### src/rtl/mst_pkg.sv
package mst_pkg;
  localparam int LINES   = 4;
  localparam int MCR_W   = 5;
  localparam int IDX_CTS = 0;
  localparam int IDX_DSR = 1;
  localparam int IDX_RI  = 2;
  localparam int IDX_DCD = 3;
  // line vector order {dcd, ri, dsr, cts}
  localparam logic [LINES-1:0] LINE_RST = 4'b1011;
  localparam logic [MCR_W-1:0] MCR_RST  = 5'b01000;
  typedef enum logic { SEL_MCR = 1'b0, SEL_MSR = 1'b1 } sel_e;
endpackage

### src/rtl/mst_sync.sv
module mst_sync #(
  parameter int WIDTH = 4,
  parameter int STAGES = 2,
  parameter logic [WIDTH-1:0] RST_VAL = '0
) (
  input  logic             clk,
  input  logic             rst_n,
  input  logic [WIDTH-1:0] d,
  output logic [WIDTH-1:0] q
);
  logic [WIDTH-1:0] stg [STAGES];

  always_ff @(posedge clk) begin
    if (!rst_n) stg[0] <= RST_VAL;
    else        stg[0] <= d;
  end

  for (genvar i = 1; i < STAGES; i++) begin : g_stage
    always_ff @(posedge clk) begin
      if (!rst_n) stg[i] <= RST_VAL;
      else        stg[i] <= stg[i-1];
    end
  end

  assign q = stg[STAGES-1];
endmodule

### src/rtl/mst_delta.sv
module mst_delta #(
  parameter int LINES = 4,
  parameter int RI_IDX = 2,
  parameter logic [LINES-1:0] LVL_RST = '0
) (
  input  logic             clk,
  input  logic             rst_n,
  input  logic [LINES-1:0] smp,
  input  logic             clr,
  output logic [LINES-1:0] lvl,
  output logic [LINES-1:0] dlt
);
  logic [LINES-1:0] evt;

  for (genvar i = 0; i < LINES; i++) begin : g_evt
    if (i == RI_IDX) begin : g_trail
      assign evt[i] = lvl[i] & ~smp[i];
    end else begin : g_any
      assign evt[i] = lvl[i] ^ smp[i];
    end
  end

  always_ff @(posedge clk) begin
    if (!rst_n) begin
      lvl <= LVL_RST;
      dlt <= '0;
    end else begin
      lvl <= smp;
      dlt <= (dlt & ~{LINES{clr}}) | evt;
    end
  end

  AST_DELTA_STICKY: assert property (@(posedge clk) disable iff (!rst_n)
    !clr |=> ((dlt & $past(dlt)) == $past(dlt)));

  AST_RI_RISE_QUIET: assert property (@(posedge clk) disable iff (!rst_n)
    (!clr && !dlt[RI_IDX] && !lvl[RI_IDX] && smp[RI_IDX]) |=> !dlt[RI_IDX]);

  AST_READ_CLEARS: assert property (@(posedge clk) disable iff (!rst_n)
    (clr && smp == lvl) |=> (dlt == '0));

  AST_EVENT_KEPT: assert property (@(posedge clk) disable iff (!rst_n)
    (clr && smp[0] != lvl[0]) |=> dlt[0]);
endmodule

### src/rtl/mst_mcr.sv
module mst_mcr #(
  parameter int W = 5,
  parameter logic [W-1:0] RST_VAL = '0
) (
  input  logic         clk,
  input  logic         rst_n,
  input  logic         we,
  input  logic [W-1:0] wd,
  output logic [W-1:0] q
);
  always_ff @(posedge clk) begin
    if (!rst_n)  q <= RST_VAL;
    else if (we) q <= wd;
  end
endmodule

### src/rtl/modem_status_tracker.sv
module modem_status_tracker
  import mst_pkg::*;
(
  input  logic       clk,
  input  logic       rst_n,
  input  logic       reg_sel,
  input  logic       wr_en,
  input  logic [7:0] wr_data,
  input  logic       rd_en,
  output logic [7:0] rd_data,
  input  logic       cts_i,
  input  logic       dsr_i,
  input  logic       ri_i,
  input  logic       dcd_i,
  output logic       dtr_o,
  output logic       rts_o,
  output logic       out1_o,
  output logic       out2_o,
  output logic       loop_o,
  output logic       msi_pending
);
  logic [LINES-1:0] pins, smp, lvl, dlt;
  logic [MCR_W-1:0] mcr_q;
  logic             sel_msr, mcr_we, clr;
  logic [7:0]       msr_view;

  assign pins    = {dcd_i, ri_i, dsr_i, cts_i};
  assign sel_msr = (sel_e'(reg_sel) == SEL_MSR);
  assign mcr_we  = wr_en && !sel_msr;
  assign clr     = rd_en && sel_msr && !mcr_q[4];

  mst_sync #(.WIDTH(LINES), .STAGES(2), .RST_VAL(LINE_RST)) u_sync (
    .clk(clk), .rst_n(rst_n), .d(pins), .q(smp));

  mst_delta #(.LINES(LINES), .RI_IDX(IDX_RI), .LVL_RST(LINE_RST)) u_delta (
    .clk(clk), .rst_n(rst_n), .smp(smp), .clr(clr), .lvl(lvl), .dlt(dlt));

  mst_mcr #(.W(MCR_W), .RST_VAL(MCR_RST)) u_mcr (
    .clk(clk), .rst_n(rst_n), .we(mcr_we), .wd(wr_data[MCR_W-1:0]), .q(mcr_q));

  // loopback: aux2->carrier, aux1->ring, dtr->dsr, rts->cts
  always_comb begin
    if (mcr_q[4]) msr_view = {mcr_q[3], mcr_q[2], mcr_q[0], mcr_q[1], 4'b0000};
    else          msr_view = {lvl, dlt};
  end

  always_comb begin
    if (!rd_en)       rd_data = 8'h00;
    else if (sel_msr) rd_data = msr_view;
    else              rd_data = {3'b000, mcr_q};
  end

  assign dtr_o       = mcr_q[0];
  assign rts_o       = mcr_q[1];
  assign out1_o      = mcr_q[2];
  assign out2_o      = mcr_q[3];
  assign loop_o      = mcr_q[4];
  assign msi_pending = |dlt;

  AST_MCR_WRITE: assert property (@(posedge clk) disable iff (!rst_n)
    (wr_en && !reg_sel) |=> ({3'b000, loop_o, out2_o, out1_o, rts_o, dtr_o} == ($past(wr_data) & 8'h1F)));

  AST_PENDING_MATCH: assert property (@(posedge clk) disable iff (!rst_n)
    (rd_en && reg_sel && !loop_o) |-> (msi_pending == (|rd_data[3:0])));

  AST_LOOP_NO_CLEAR: assert property (@(posedge clk) disable iff (!rst_n)
    (rd_en && reg_sel && loop_o && msi_pending) |=> msi_pending);
endmodule

### config.mk
export PLATFORM = sky130hd
export DESIGN_NAME = modem_status_tracker
export DESIGN_NICKNAME = d
export VERILOG_FILES = /design/src/rtl/mst_pkg.sv /design/src/rtl/mst_sync.sv /design/src/rtl/mst_delta.sv /design/src/rtl/mst_mcr.sv /design/src/rtl/modem_status_tracker.sv
export SDC_FILE = /design/constraint.sdc
export NUM_CORES = 1
export LEC_CHECK = 0
export BUFFER_PORTS_ARGS = -buffer_cell sky130_fd_sc_hd__buf_2
export CAP_MARGIN = 5
export CORE_ASPECT_RATIO = 1.2
export CORE_MARGIN = 2
export CORE_UTILIZATION = 50
export DETAILED_ROUTE_END_ITERATION = 10
export PLACE_DENSITY = 0.87
export REMOVE_ABC_BUFFERS = 1
export SYNTH_ARGS = -nofsm -noshare
export SYNTH_HDL_FRONTEND = slang
export SYNTH_SLANG_ARGS = --single-unit
### constraint.sdc
create_clock -name clk -period 2.95 [get_ports clk]
set_input_delay 0.295 -clock clk [delete_from_list [all_inputs] [get_ports clk]]
set_output_delay 0.295 -clock clk [all_outputs]
set_load 0.03 [all_outputs]
==> reports/qor.tcl, run 1 <==
set qor(fillerInstances) 151
set qor(max-slew-margin-rel_pct) 60.5
set qor(netlist_area_um2) 835
set qor(synthCells) 83
set qor(port_buffers) 27
set qor(layout_commonest_cell) {sky130_fd_sc_hd__buf_2}
set qor(htree_num_levels) 1
set qor(postCtsSetupRepairBufs) 0
set qor(area_growth_from_synthesis_to_final_layout_pct) 18.9
set qor(grt_setup_unrepaired) {false}
set qor(worst_hold_path.endpoint) {u_sync.stg[0][1]}
set qor(drt-pass1-iter-count) 4
set qor(clk_root_buffer_cell) {sky130_fd_sc_hd__clkbuf_4}
set qor(die_area_mm2) 0.00201
set qor(num_antenna_cells) 0
set qor(ctsResizeCount) 0
set qor(min_period_over_period_pct) 58.3
set qor(placeable_core_area_mm2) 0.00160
set qor(stdcell_area_um2) 992
set qor(cts_buffers) 3
set qor(dr_total_vias) 660
set qor(fraction_of_final_layout_cells_with_drive_strength_greater_than_1_pct) 28.4
set qor(finalNetCount) 127
set qor(timing.critical_path.required_ns) 2.65
set qor(drt_wl_total_mm) 1.51
set qor(hpwl_mm) 1.14
set qor(hp-start) {dsr_i}
set qor(cts.sinks) 21
set qor(path_clk_slew_ns) 0.11
set qor(ant_nets) 0
set qor(timing.reg2reg.worst_path_depth) 2
set qor(global_route.overflow_total) 0
set qor(syn-mean-instance-area_um2) 10.1
set qor(grt_pass1_wl_mm) 2.43
set qor(hold_ws_ns) 0.162
set qor(commonest_cells_after_routing_fill_and_taps_aside) {27 x sky130_fd_sc_hd__buf_2, 21 x sky130_fd_sc_hd__dfxtp_1, 11 x sky130_fd_sc_hd__nand2b_1}
set qor(die_y_extent_um) 48.8
set qor(timing.critical_path.slowest_stage_cell) {sky130_fd_sc_hd__dfxtp_1}
set qor(cts-hold-fix-buffers) 0
set qor(synth.lib_cells_used.distinct) 20
set qor(yosys_warnings) 0
set qor(slowest_delay_ns) 0.58
set qor(initial_utilization_pct) 52.1
set qor(cp-end-kind) {output port}
set qor(insertion_delay_ns) 0.30
set qor(tightest_slew_ns) 0.591
set qor(timing.final.hold_violations) 0
set qor(worstSetupStartpointType) {register}
set qor(maximum_number_of_pins_on_one_net_before_global_route_repair) 23
set qor(worst-setup-path-type) {register to output port}
set qor(critical_path_peak_fanout) 11
set qor(regToRegSetupSlack_ns) 1.88
set qor(fin_worst_skew_ns) 0.00584
set qor(fin_tns_setup_ns) 0
set qor(timing.rr.start) {u_mcr.q[4]}
set qor(post-route-util_pct) 62.0
set qor(timing.final.max_slew_violations) 0
set qor(setup_viol) 0
set qor(num_rows) 16
set qor(die-width_um) 41.3
set qor(routabilityCongestion) 0.660
set qor(timing.final.crit_period_ns) 1.72
set qor(arrival_ns) 1.43
set qor(hold_depth) 2
set qor(power.density_cell_area_mw_per_mm2) 526
set qor(grtUsageTotal_pct) 17.6
set qor(r2r-end) {u_delta.dlt[3]}
set qor(placed_cell_area_um2) 966
set qor(drcViolationCount) 0
set qor(drtIter0Drc) 8
set qor(wire_per_inst_um) 11.9
set qor(max_clock_freq_mhz) 581
set qor(hold_path_class) {input pin to register}
set qor(cts_max_path_buffers) 2
set qor(ys_seq_area_share_pct) 50.4
set qor(io-pin-count) 31
set qor(ys_ff_latch) 21
set qor(maxCapViolations) 0
set qor(fin_total_pwr_mw) 0.522
set qor(antenna_found_initial) 0
set qor(status) {finished, final reports clean}
set qor(vdd_drop_max_mv) 0.304
set qor(avgViaCountPerCell) 5.20
set qor(first_global_vias) 579
set qor(tritoncts_clock_tree) {yes}
set qor(leakagePower_nw) 0.438
set qor(crit_chain) {a21oi_1 > a311oi_1 > buf_2}
[how the worst max path moves through the flow]
stage	cells past startpoint	slack, ns	end	start
6_report	3	1.23	rd_data[4]	u_mcr.q[4]
5_1_grt	3	1.12	rd_data[4]	u_mcr.q[4]
2_1_floorplan	2	1.12	rd_data[4]	u_mcr.q[4]
3_3_place_gp	4	1.54	u_mcr.q[3]	reg_sel
3_5_place_dp	4	1.53	u_mcr.q[2]	reg_sel
4_1_cts	3	1.22	rd_data[4]	u_mcr.q[4]
[report_power, final]
part	total, mW	leakage [nW]	internal [mW]	switching, mW
logic	0.0806	0.251	0.0331	0.0475
registers	0.307	0.173	0.297	0.0103
clock network	0.134	0.0150	0.0528	0.0810
[worst max-delay path, delay by kind of cell (launching register included)]
family | cells | cell delay (ns)
flip-flops | 1 | 0.58
AO/OA/AOI/OAI | 2 | 0.31
buffers and inverters | 1 | 0.24
[flip-flops by register name (all words and copies together), names as in the netlist]
name	count
u_delta.dlt	4
u_delta.lvl	4
u_sync.stg	8
u_mcr.q	5
[cell families (layout without fill, tap and decap cells)]
kind of cell / count (synthesis) / after routing / share of synthesized area, %
AO/OA/AOI/OAI: 11 / 11 / 9.15
AND/OR/NAND/NOR: 33 / 33 / 23.7
buffers and inverters: 7 / 33 / 4.05
flip-flops: 21 / 21 / 50.4
multiplexers: 8 / 8 / 9.60
XOR/XNOR: 3 / 3 / 3.15
[cell type report]
cell class                 count  area, um2  area share, %
clock buffer                   4       26.3           2.65
inverter                       2       7.51          0.757
multi-input combinational     55        380           38.3
sequential                    21        420           42.4
tap                           18       22.5           2.27
timing repair buffer          27        135           13.6
[routing by layer]
layer / routed length [um] / global-route usage (%)
met5: 0 / 0
met4: 31 / 9.68
met3: 71 / 2.75
met2: 760 / 29.2
met1: 641 / 19.8
[Yosys cell counts (all sizes together)]
cell / number / area, um2
buf: 4 / 22.5
a21oi: 5 / 25.0
o2bb2ai: 1 / 8.76
mux2i: 8 / 80.1
or4: 1 / 7.51
nor2b: 8 / 50.1
o21a: 1 / 7.51
nand3b: 2 / 15.0
clkbuf: 1 / 3.75
nand2: 3 / 18.8
a311oi: 1 / 8.76
xor2: 3 / 26.3
and2: 3 / 18.8
nand2b: 11 / 68.8
dfxtp: 21 / 420
nor2: 5 / 18.8
inv: 2 / 7.51
a22o: 3 / 26.3
[metrics by stage]
| step | cells | setup WS, ns |
|---|---|---|
| 6_report | 127 | 1.23 |
| 3_5_place_dp | 123 | 1.53 |
| 2_1_floorplan | 78 | 1.12 |
| 4_1_cts | 127 | 1.22 |
| 3_3_place_gp | 123 | 1.54 |
| 5_1_grt | 127 | 1.12 |
Note: power is estimated with default switching activity, not from simulation.
==> inputs of run 2 (changes only) <==
--- a/config.mk
+++ b/config.mk
@@ -9,9 +9,9 @@
 export CAP_MARGIN = 5
 export CORE_ASPECT_RATIO = 1.2
 export CORE_MARGIN = 2
-export CORE_UTILIZATION = 50
+export CORE_UTILIZATION = 46
 export DETAILED_ROUTE_END_ITERATION = 10
-export PLACE_DENSITY = 0.87
+export PLACE_DENSITY = 0.81
 export REMOVE_ABC_BUFFERS = 1
 export SYNTH_ARGS = -nofsm -noshare
 export SYNTH_HDL_FRONTEND = slang
==> constraint.sdc (replaced) <==
create_clock -name clk -period 1.78 [get_ports clk]
set_input_delay 0.178 -clock clk [delete_from_list [all_inputs] [get_ports clk]]
set_output_delay 0.178 -clock clk [all_outputs]
set_load 0.03 [all_outputs]
==> run 2 against run 1 <==
Die area increased by 7.9%. Largest power group unchanged. Critical path depth increased by 1. Largest cell class unchanged. Clock skew increased by 0.0024 ns. First-iteration DRC count decreased by 25%. Clock power increased by 66%. Non-clock buffer count unchanged. Sequential power increased by 66%. Final cell count unchanged. Critical endpoint is now rd_data[2]. Flip-flop and latch count unchanged. Utilization decreased by 2.2 points. Wire length decreased by 3.9%.
==> reports/qor.tcl, run 2 (same netlist as run 1, synthesis figures left out) <==
set qor(status) {finished, final reports clean}
set qor(htree_num_levels) 1
set qor(vdd_drop_max_mv) 0.448
set qor(max-slew-margin-rel_pct) 60.1
set qor(fin_worst_skew_ns) 0.00824
set qor(tightest_slew_ns) 0.597
set qor(min_period_over_period_pct) 89.8
set qor(commonest_cells_after_routing_fill_and_taps_aside) {27 x sky130_fd_sc_hd__buf_2, 21 x sky130_fd_sc_hd__dfxtp_1, 11 x sky130_fd_sc_hd__nand2b_1}
set qor(placed_cell_area_um2) 966
set qor(hpwl_mm) 1.09
set qor(first_global_vias) 566
set qor(fin_tns_setup_ns) 0
set qor(antenna_found_initial) 0
set qor(layout_commonest_cell) {sky130_fd_sc_hd__buf_2}
set qor(cts_max_path_buffers) 2
set qor(num_rows) 16
set qor(worst_setup_margin_ns) 0.181
set qor(die_y_extent_um) 50.7
set qor(avgViaCountPerCell) 4.83
set qor(post-place-ws_ns) 0.461
set qor(ctsResizeCount) 0
set qor(drt_wl_total_mm) 1.45
set qor(drt-pass1-iter-count) 3
set qor(fraction_of_final_layout_cells_with_drive_strength_greater_than_1_pct) 29.4
set qor(grtUsageTotal_pct) 14.5
set qor(die-width_um) 42.9
set qor(timing.final.hold_violations) 0
set qor(dr_total_vias) 613
set qor(initial_utilization_pct) 50.2
set qor(largest_register_ff_count) 8
set qor(stdcell_area_um2) 993
set qor(largestRegisters) {u_sync.stg (8), u_mcr.q (5)}
set qor(worstSetupStartpointType) {register}
set qor(num_antenna_cells) 0
set qor(insertion_delay_ns) 0.30
set qor(power.density_cell_area_mw_per_mm2) 870
set qor(drcViolationCount) 0
set qor(maxCapViolations) 0
set qor(hp-start) {dcd_i}
set qor(finalNetCount) 127
set qor(grt_pass1_wl_mm) 2.43
set qor(timing.final.crit_period_ns) 1.60
set qor(grt_setup_unrepaired) {false}
set qor(global_route.overflow_total) 0
set qor(maximum_number_of_pins_on_one_net_before_global_route_repair) 23
set qor(critical_path.startpoint) {u_mcr.q[4]}
set qor(area_growth_from_synthesis_to_final_layout_pct) 19.0
set qor(cts-hold-fix-buffers) 0
set qor(die_area_mm2) 0.00217
set qor(fillerInstances) 162
set qor(setup_viol) 0
set qor(io-pin-count) 31
set qor(timing.final.max_slew_violations) 0
set qor(port_buffers) 27
set qor(post-route-util_pct) 59.8
set qor(postCtsSetupRepairBufs) 0
set qor(wire_per_inst_um) 11.4
set qor(drtIter0Drc) 6
set qor(leakagePower_nw) 0.441
set qor(path_clk_slew_ns) 0.11
set qor(clk_root_buffer_cell) {sky130_fd_sc_hd__clkbuf_4}
set qor(timing.critical_path.required_ns) 1.60
set qor(regMostFlops) {u_sync.stg}
set qor(max_clock_freq_mhz) 625
set qor(cp-end-kind) {output port}
set qor(routabilityCongestion) 0.837
set qor(worst-setup-path-type) {register to output port}
set qor(ant_nets) 0
set qor(placeable_core_area_mm2) 0.00166
set qor(cts.sinks) 21
set qor(timing.rr.start) {u_mcr.q[4]}
set qor(cts_buffers) 3
set qor(critical_path_peak_fanout) 11
set qor(hold_path_class) {input pin to register}
set qor(arrival_ns) 1.42
set qor(tritoncts_clock_tree) {yes}
## run 2: final timing paths
| path | to | slack (ns) | depth (start not counted) |
|---|---|---|---|
| max | rd_data[2] | 0.18 | 4 |
| min | u_sync.stg[0][3] | 0.04 | 2 |
| max reg2reg | u_delta.dlt[3] | 0.72 | 2 |
| min reg2reg | u_sync.stg[1][1] | 0.42 | 1 |
## run 2: area by class of cell
class	count	area, um2	share of cell area, %
flip-flops and latches	21	420	42.3
multi-input cells	55	380	38.3
repair buffers	27	135	13.6
clock buffers	3	22.5	2.27
well taps	18	22.5	2.27
inverters	2	7.51	0.756
clock inverters	1	5.00	0.504
## run 2: stage by stage
step | cells | hold WS [ns] | total power, mW
after CTS | 127 | 0.0393 | 0.875
after detailed placement | 123 | 0.363 | 0.654
after global placement | 123 | 0.357 | 0.649
after floorplan | 78 | 0.240 | 0.604
final | 127 | 0.0419 | 0.864
after global routing | 127 | 0.0284 | 0.907
## run 2: critical path, stage by stage (launching register included)
cell and delay (ns):
sky130_fd_sc_hd__dfxtp_1 0.57, sky130_fd_sc_hd__nor2b_1 0.13, sky130_fd_sc_hd__a21oi_1 0.18, sky130_fd_sc_hd__nor2_1 0.06, sky130_fd_sc_hd__buf_2 0.17
## run 2: per-layer routing
metal	wire [um]	global-route usage, %
met3	102	2.52
met2	713	25.5
met1	608	17.0
met4	23	6.25
met5	0	0
## run 2: power breakdown
part | internal (mW) | leakage [nW] | switching (mW)
sequential | 0.492 | 0.173 | 0.0164
combinational | 0.0549 | 0.251 | 0.0787
clock | 0.0839 | 0.0177 | 0.138
